$ cat config.mk
export PLATFORM = sky130hd
export DESIGN_NAME = pulse_adpll
export DESIGN_NICKNAME = d
export VERILOG_FILES = /design/src/rtl/adpll_pkg.sv /design/src/rtl/adpll_halfdiv.sv /design/src/rtl/adpll_path.sv /design/src/rtl/adpll_ctrl.sv /design/src/rtl/pulse_adpll.sv
export SDC_FILE = /design/constraint.sdc
export NUM_CORES = 1
export LEC_CHECK = 0
export ABC_AREA = 1
export CORE_MARGIN = 2
export CORE_UTILIZATION = 30
export CTS_CLUSTER_DIAMETER = 200
export DETAILED_ROUTE_END_ITERATION = 6
export DONT_BUFFER_PORTS = 1
export HOLD_SLACK_MARGIN = 0.05
export PLACE_DENSITY = 0.47
export SLEW_MARGIN = 20
export SYNTH_ARGS = -nofsm -noshare
export SYNTH_HDL_FRONTEND = slang
export SYNTH_HIERARCHICAL = 1
export SYNTH_SLANG_ARGS = --single-unit
$ cat constraint.sdc
create_clock -name clk -period 8.7 [get_ports clk]
set_clock_uncertainty 0.2 [all_clocks]
set_input_delay 0.87 -clock clk [delete_from_list [all_inputs] [get_ports clk]]
set_output_delay 0.87 -clock clk [all_outputs]
set_load 0.01 [all_outputs]
$ cat src/rtl/adpll_pkg.sv
`timescale 1ns/1ps
package adpll_pkg;
  // Correction strobes from the loop control to the pulse datapath.
  typedef struct packed {
    logic addHalf;   // insert one half-cycle this clock
    logic dropHalf;  // delete this clock's half-cycle
  } corr_t;
endpackage

$ cat src/rtl/adpll_halfdiv.sv
`timescale 1ns/1ps
// Counts incoming half-cycle steps (0..2 per clock) and emits one output
// step for every `modulus` input steps.
module adpll_halfdiv #(
  parameter int W = 16
) (
  input  logic         clk,
  input  logic         rst,
  input  logic [W-1:0] modulus,
  input  logic [1:0]   stepIn,
  output logic [1:0]   stepOut
);
  localparam int SW = W + 2;

  logic [W-1:0]  cnt, cntNext;
  logic [SW-1:0] sum, modOne, modTwo;

  always_comb begin
    modOne = SW'(modulus);
    modTwo = modOne << 1;
    sum    = SW'(cnt) + SW'(stepIn);
    if (sum >= modTwo) begin
      stepOut = 2'd2;
      cntNext = W'(sum - modTwo);
    end else if (sum >= modOne) begin
      stepOut = 2'd1;
      cntNext = W'(sum - modOne);
    end else begin
      stepOut = 2'd0;
      cntNext = W'(sum);
    end
  end

  always_ff @(posedge clk) begin
    if (rst) cnt <= '0;
    else     cnt <= cntNext;
  end


  div_range_chk: assert property (@(posedge clk) disable iff (rst)
    cnt < modulus);
endmodule

$ cat src/rtl/adpll_path.sv
`timescale 1ns/1ps
// Pulse datapath: add/swallow stage, prescaler and feedback divider.
module adpll_path
  import adpll_pkg::*;
#(
  parameter int PW = 16,
  parameter int NW = 16
) (
  input  logic          clk,
  input  logic          rst,
  input  corr_t         corr,
  input  logic [PW-1:0] preMod,
  input  logic [NW-1:0] nMod,
  output logic          recClk,
  output logic          fbClk
);
  logic [1:0] idStep;
  logic [1:0] preStep;
  logic [1:0] fbStep;

  // Half-cycles produced this clock: 1 nominal, 2 on add, 0 on swallow.
  always_comb begin
    if (corr.addHalf)       idStep = 2'd2;
    else if (corr.dropHalf) idStep = 2'd0;
    else                    idStep = 2'd1;
  end

  always_ff @(posedge clk) begin
    if (rst)                recClk <= 1'b0;
    else if (idStep == 2'd1) recClk <= ~recClk;
  end

  adpll_halfdiv #(.W(PW)) u_pre (
    .clk(clk), .rst(rst), .modulus(preMod), .stepIn(idStep), .stepOut(preStep)
  );

  adpll_halfdiv #(.W(NW)) u_fbdiv (
    .clk(clk), .rst(rst), .modulus(nMod), .stepIn(preStep), .stepOut(fbStep)
  );

  always_ff @(posedge clk) begin
    if (rst)                 fbClk <= 1'b0;
    else if (fbStep == 2'd1) fbClk <= ~fbClk;
  end


  id_toggle_chk: assert property (@(posedge clk) disable iff (rst)
    !(corr.addHalf || corr.dropHalf) |=> recClk != $past(recClk));


  id_hold_chk: assert property (@(posedge clk) disable iff (rst)
    (corr.addHalf || corr.dropHalf) |=> recClk == $past(recClk));
endmodule

$ cat src/rtl/adpll_ctrl.sv
`timescale 1ns/1ps
// Loop control: phase detector, modulo-K up/down counter, per-period
// correction gate and lock tracker.
module adpll_ctrl
  import adpll_pkg::*;
#(
  parameter int KW = 20,
  parameter int LW = 8
) (
  input  logic          clk,
  input  logic          rst,
  input  logic          refIn,
  input  logic          fbClk,
  input  logic [KW-1:0] kMod,
  input  logic [LW-1:0] lockLen,
  output corr_t         corr,
  output logic          locked
);
  logic [KW-1:0] kCnt;
  logic [LW-1:0] quietCnt;
  logic pdHigh, refPrev, refRise;
  logic atTop, atBottom, carry, borrow, loopEvent;
  logic usedQ, gateOpen;
  logic quietHit;

  assign pdHigh    = refIn ^ fbClk;
  assign refRise   = refIn & ~refPrev;
  assign atTop     = (kCnt == kMod - 1'b1);
  assign atBottom  = (kCnt == '0);
  assign carry     = pdHigh & atTop;
  assign borrow    = ~pdHigh & atBottom;
  assign loopEvent = carry | borrow;
  assign gateOpen  = refRise | ~usedQ;

  always_comb begin
    corr.addHalf  = carry & gateOpen;
    corr.dropHalf = borrow & gateOpen;
  end

  always_ff @(posedge clk) begin
    if (rst) begin
      kCnt    <= '0;
      refPrev <= 1'b0;
      usedQ   <= 1'b0;
    end else begin
      refPrev <= refIn;
      usedQ   <= (refRise ? 1'b0 : usedQ) | corr.addHalf | corr.dropHalf;
      if (pdHigh) kCnt <= atTop    ? '0            : kCnt + 1'b1;
      else        kCnt <= atBottom ? kMod - 1'b1   : kCnt - 1'b1;
    end
  end

  assign quietHit = ({1'b0, quietCnt} + {{LW{1'b0}}, 1'b1}) >= {1'b0, lockLen};

  always_ff @(posedge clk) begin
    if (rst) begin
      quietCnt <= '0;
      locked   <= 1'b0;
    end else if (loopEvent) begin
      quietCnt <= '0;
      locked   <= 1'b0;
    end else if (refRise) begin
      if (quietCnt < lockLen) quietCnt <= quietCnt + 1'b1;
      if (quietHit) locked <= 1'b1;
    end
  end


  carry_wrap_chk: assert property (@(posedge clk) disable iff (rst)
    corr.addHalf |=> kCnt == '0);


  borrow_wrap_chk: assert property (@(posedge clk) disable iff (rst)
    corr.dropHalf |=> kCnt == $past(kMod) - 1'b1);


  lock_rise_chk: assert property (@(posedge clk) disable iff (rst)
    $rose(locked) |-> $past(refRise));


  lock_drop_chk: assert property (@(posedge clk) disable iff (rst)
    (corr.addHalf || corr.dropHalf) |=> !locked);


  kcnt_range_chk: assert property (@(posedge clk) disable iff (rst)
    kCnt < kMod);
endmodule

$ cat src/rtl/pulse_adpll.sv
`timescale 1ns/1ps
module pulse_adpll #(
  parameter int KW = 20,
  parameter int PW = 16,
  parameter int NW = 16,
  parameter int LW = 8
) (
  input  logic          clk,
  input  logic          rst,
  input  logic          refIn,
  input  logic [KW-1:0] kMod,
  input  logic [PW-1:0] preMod,
  input  logic [NW-1:0] nMod,
  input  logic [LW-1:0] lockLen,
  output logic          recClk,
  output logic          fbClk,
  output logic          locked
);
  import adpll_pkg::*;

  corr_t corrStrobe;

  adpll_ctrl #(.KW(KW), .LW(LW)) u_ctrl (
    .clk(clk), .rst(rst), .refIn(refIn), .fbClk(fbClk),
    .kMod(kMod), .lockLen(lockLen), .corr(corrStrobe), .locked(locked)
  );

  adpll_path #(.PW(PW), .NW(NW)) u_path (
    .clk(clk), .rst(rst), .corr(corrStrobe), .preMod(preMod), .nMod(nMod),
    .recClk(recClk), .fbClk(fbClk)
  );
endmodule

After elaboration in Yosys (flattened, before gate mapping):

Index checks and enable logic that the tools add are counted.

* bits in registers: 65
* word-level logic and storage cells: 62
* output and inout bits: 3
* input port bits: 63

* equality and inequality tests: 3
* $lt $le $gt $ge: 6
* bitwise logic cells: 15
* reductions and logical operators: 4
* mux-type cells: 14
* add/sub/neg operators: 11

Operator list (count)
* two-way mux 16 bit: 4
* subtractor 16 bit: 4
* two-way mux 20 bit: 3
* subtractor 20 x 1 -> 20 bit, second input constant: 2
* adder 16 x 2 -> 17 bit: 2
* greater-or-equal comparator 17 x 16 -> 1 bit: 2
* greater-or-equal comparator 17 bit: 2
* adder 20 x 1 -> 20 bit, second input constant: 1
* == test 20 bit: 1
* zero test 20 bit: 1
* adder 8 x 1 -> 9 bit, second input constant: 1
* greater-or-equal comparator 9 x 8 -> 1 bit: 1
* adder 8 x 1 -> 8 bit, second input constant: 1
* < comparator 8 bit: 1
* two-way mux 2 bit: 3
* AND 1 bit: 5
* inverter 1 bit: 5
* == test 2 x 1 -> 1 bit, second input constant: 2
* two-way mux 1 bit: 4
* bitwise OR 1 bit: 4
* AND reduction 2 bit: 2
* OR reduction 2 bit: 1
* XOR 1 bit: 1

Logic depth before layout (Yosys ltp):

* depth after elaboration: 15
* gate-level depth with buffers: 60
* gate-level depth less buffers: 58

By module:

Netlist, hierarchy kept.

Modules (own cells, without submodules)
* adpll_ctrl: cells an instance 673, area each 4001.3 µm², seq. area each 620.6 µm², times used 1
* adpll_halfdiv at u_path.u_pre: cells an instance 547, area each 3088.0 µm², seq. area each 320.3 µm², times used 1
* adpll_halfdiv at u_path.u_fbdiv: cells an instance 541, area each 3059.2 µm², seq. area each 320.3 µm², times used 1
* adpll_path: cells an instance 13, area each 91.3 µm², seq. area each 40.0 µm², times used 1

Least setup slack after synthesis:

OpenSTA, ideal clock, no wires.

* path type: in2reg
* start: in kMod[0]
* end: reg u_path.fbClk
* setup time: 0.115 ns
* required time: 8.385 ns
* data arrival time: 7.502 ns
* setup slack: 0.883 ns
* buffers on the path: 2
* stages on the path: 55
* cells stage by stage: inv_2 ha_1 nand2_2 nor2_4 nand2_2 nand2_2 nand3_2 nand2_1 nand2_1 nor2_1 nand2_1 nor2_2 nand2_4 buf_12 nor3_4 nor2_4 ha_1 fa_1 [... 19 more ...] nand4_1 or2_2 nand2_1 inv_1 ha_1 nand2_1 nand2_1 nand2_1 nand2_1 a21oi_1 nand2_1 nor2_4 inv_4 buf_8 inv_1 nand3_1 nand2_1 nor2_1

RTL lines
* from (decl): line pulse_adpll.sv:11 `input logic [KW-1:0] kMod,`
* to (signal assigned): line adpll_path.sv:43 `else if (fbStep == 2'd1) fbClk <= ~fbClk;`
* to (decl): line adpll_path.sv:15 `output logic fbClk`

==> metrics.yaml <==
outcome: "complete, no violations"
ir_drop_mv: 0.103
dp_hpwl_um: 28400
drtAntennaViolNets: 0
grt_setup_unrepaired: "false"
path_class: "in2reg"
cp_max_fo: 13
rows: 67
routed_via_density: 4.86
grt_pass1_vias: 10400
wl_per_cell_um: 14.9
syn_to_final_growth_pct: 9.42
cp-end-kind: "register"
layout_commonest_cell: "nand2_1"
initial_core_util: 0.305
critical_path.slowest_cell: "fa_1"
root_buffer: "clkbuf_16"
pre_cts_ws_ns: 0.130
htreeDepth: 3
io_pins: 66
synth_seq_cells: 65
cts.clk_slew.worst_paths_ns: 0.06
n_fill_cell: 3851
finalSetupTns_ns: 0
max_clock_freq_mhz: 124
synth_area_per_cell_um2: 5.77
cpPeakStageDelay_ns: 0.42
synth_area_leaders: "nand2_1, dfxtp_1, ha_1"
grt.overflow.total: 0
drive_above_1_share: 0.0848
clockBufferDepth: 2
final-hold-violation-count: 0
utilization: 0.334
numPortBuffers: 0
worstPathRequired_ns: 8.73
worstPathArrival_ns: 8.08
first_pass_iters: 5
crit_family: "simple AND/OR/NAND/NOR gates"
total_power_w: 0.00293
final_nets: 1946
dieArea_mm2: 0.0356
async_reset_ff_frac: 0
ys_warn_count: 6
crit_top_cell: "nand2_1"
critPathBufInv: 7
antenna_found_initial: 0
finalWorstSetupSlack_ns: 0.644
final_max_slew_viol_count: 0
regArea_mm2: 0.00130
grt_max_degree: 53
ff2ff_setup_slack_ns: 1.12
synth_top_flop_cell: "dfxtp_1"
clkSinkCount: 65
syn_nets: 1932
p_leak_nw: 5.94
ys_seq_area_frac: 0.127
tightest_slew_ns: 0.586
diodes: 0
dp_cells: 2225
cts_tree: "built"
period_needed_ns: 8.06
multiInputGateArea_mm2: 0.00770
maxCapViolCount: 0
routed_wl_um: 33300
hold_buffers: 0
synth-edff-count: 0
synth_area_leader_cell: "nand2_1"
post-route-period-util: 0.926
core_area_mm2: 0.0335
drtIter0Drc: 804
final_cell_mix: "nand2_1, inv_1, nand3_1"
drc: 0
die_y_um: 189
grt_pass1_wl_um: 54100
critPathLaunchType: "primary input"
clock_latency_ns: 0.33
instances_no_fill: 2241
synth_top_area_share: 0.195
num_vias: 10900
synth_area_mm2: 0.0102
ys_types: 52
setup_viol: 0
fp.dieW_um: 189
max_slew_margin: 0.606
power_density_mw_per_mm2: 261
min_path_type: "reg2reg"
cts_buffers: 9
track_usage: 0.188
gp_congestion: 0.929
syn_inst: 1774
path summary, 6_finish.rpt:
kind	start	end	cells after the start
min	u_ctrl/quietCnt[7]$_SDFFE_PP0P_	u_ctrl/quietCnt[7]$_SDFFE_PP0P_	2
min reg2reg	u_ctrl/quietCnt[7]$_SDFFE_PP0P_	u_ctrl/quietCnt[7]$_SDFFE_PP0P_	2
max	kMod[0]	u_path/u_fbdiv/cnt[8]$_SDFF_PP0_	50
max reg2reg	u_ctrl/kCnt[0]$_SDFF_PP0_	u_path/u_fbdiv/cnt[8]$_SDFF_PP0_	46
per-stage QoR:
step                instance area (um^2)  hold slack, ns
finish                             11200           0.367
global route                       11200           0.377
CTS                                11100           0.377
detailed placement                 10800           0.365
global placement                   10800           0.361
floorplan                          10200           0.318
cell families (layout without fill, tap and decap cells):
family / Yosys count / count (layout) / share of synthesized area
compound gates: 169 / 169 / 0.0952
xor+xnor: 80 / 80 / 0.0684
fa+ha+maj: 95 / 95 / 0.120
buf+inv: 323 / 342 / 0.128
flops: 65 / 65 / 0.127
simple gates: 1042 / 1042 / 0.461
where the power goes:
group	internal, W	total, W	switching, W
combinational	0.000719	0.00203	0.00131
clock	0.000251	0.000385	0.000134
sequential	0.000393	0.000518	0.000125
cell type report:
class / instances / share of cell area
repair buffers: 28 / 0.0188
inverters: 298 / 0.101
well taps: 448 / 0.0500
clock buffers: 13 / 0.0214
clock inverters: 3 / 0.00581
flip-flops and latches: 65 / 0.116
multi-input cells: 1386 / 0.687
flip-flops by register name (all words and copies together), names as in the netlist:
| name | count |
|---|---|
| u_path/u_fbdiv/cnt | 16 |
| u_path/fbClk | 1 |
| u_ctrl/quietCnt | 8 |
| u_path/recClk | 1 |
| u_ctrl/refPrev | 1 |
| u_ctrl/kCnt | 20 |
| u_path/u_pre/cnt | 16 |
| u_ctrl/locked | 1 |
| u_ctrl/usedQ | 1 |
Yosys cell counts, types with 3 or more instances:
master    count
nand2_1     531
inv_1       289
nand3_1     186
nor2_1      170
a21oi_1      96
ha_1         89
dfxtp_1      65
xor2_1       62
o21ai_0      34
nand4_1      33
nand2_2      20
nor3_1       18
xnor2_1      18
nand3_2      15
nor2_2       13
a21oi_2      11
and2_1       10
nand3b_1     10
nor2_4        9
buf_2         8
clkbuf_1      8
o21bai_1      8
inv_2         7
or2_2         7
fa_1          6
nor4_1        5
a32oi_1       4
a211oi_1      3
buf_6         3
buf_8         3
nand4_2       3
nor3_4        3
worst reg2reg max path, delay by kind of cell, from the launching register on:
family | cells | cell delay [ns]
buffers and inverters | 7 | 0.68
AOI/OAI and AO/OA | 2 | 0.32
adders and majority gates | 6 | 1.78
DFF | 1 | 0.41
and+or+nand+nor | 31 | 4.06
what timing repair did:
action	CTS	global route
setup buffers	0	0
setup endpoints to repair	0	17
gates resized for setup	0	13
per-layer routing:
metal	share of wire	global-route usage	up-vias
met5	0	0	-
met4	0.010	0.0300	0
met3	0.046	0.0244	21
met2	0.46	0.322	281
met1	0.48	0.256	4906
li1	-	-	5674
(Power assumes the default switching activity.)
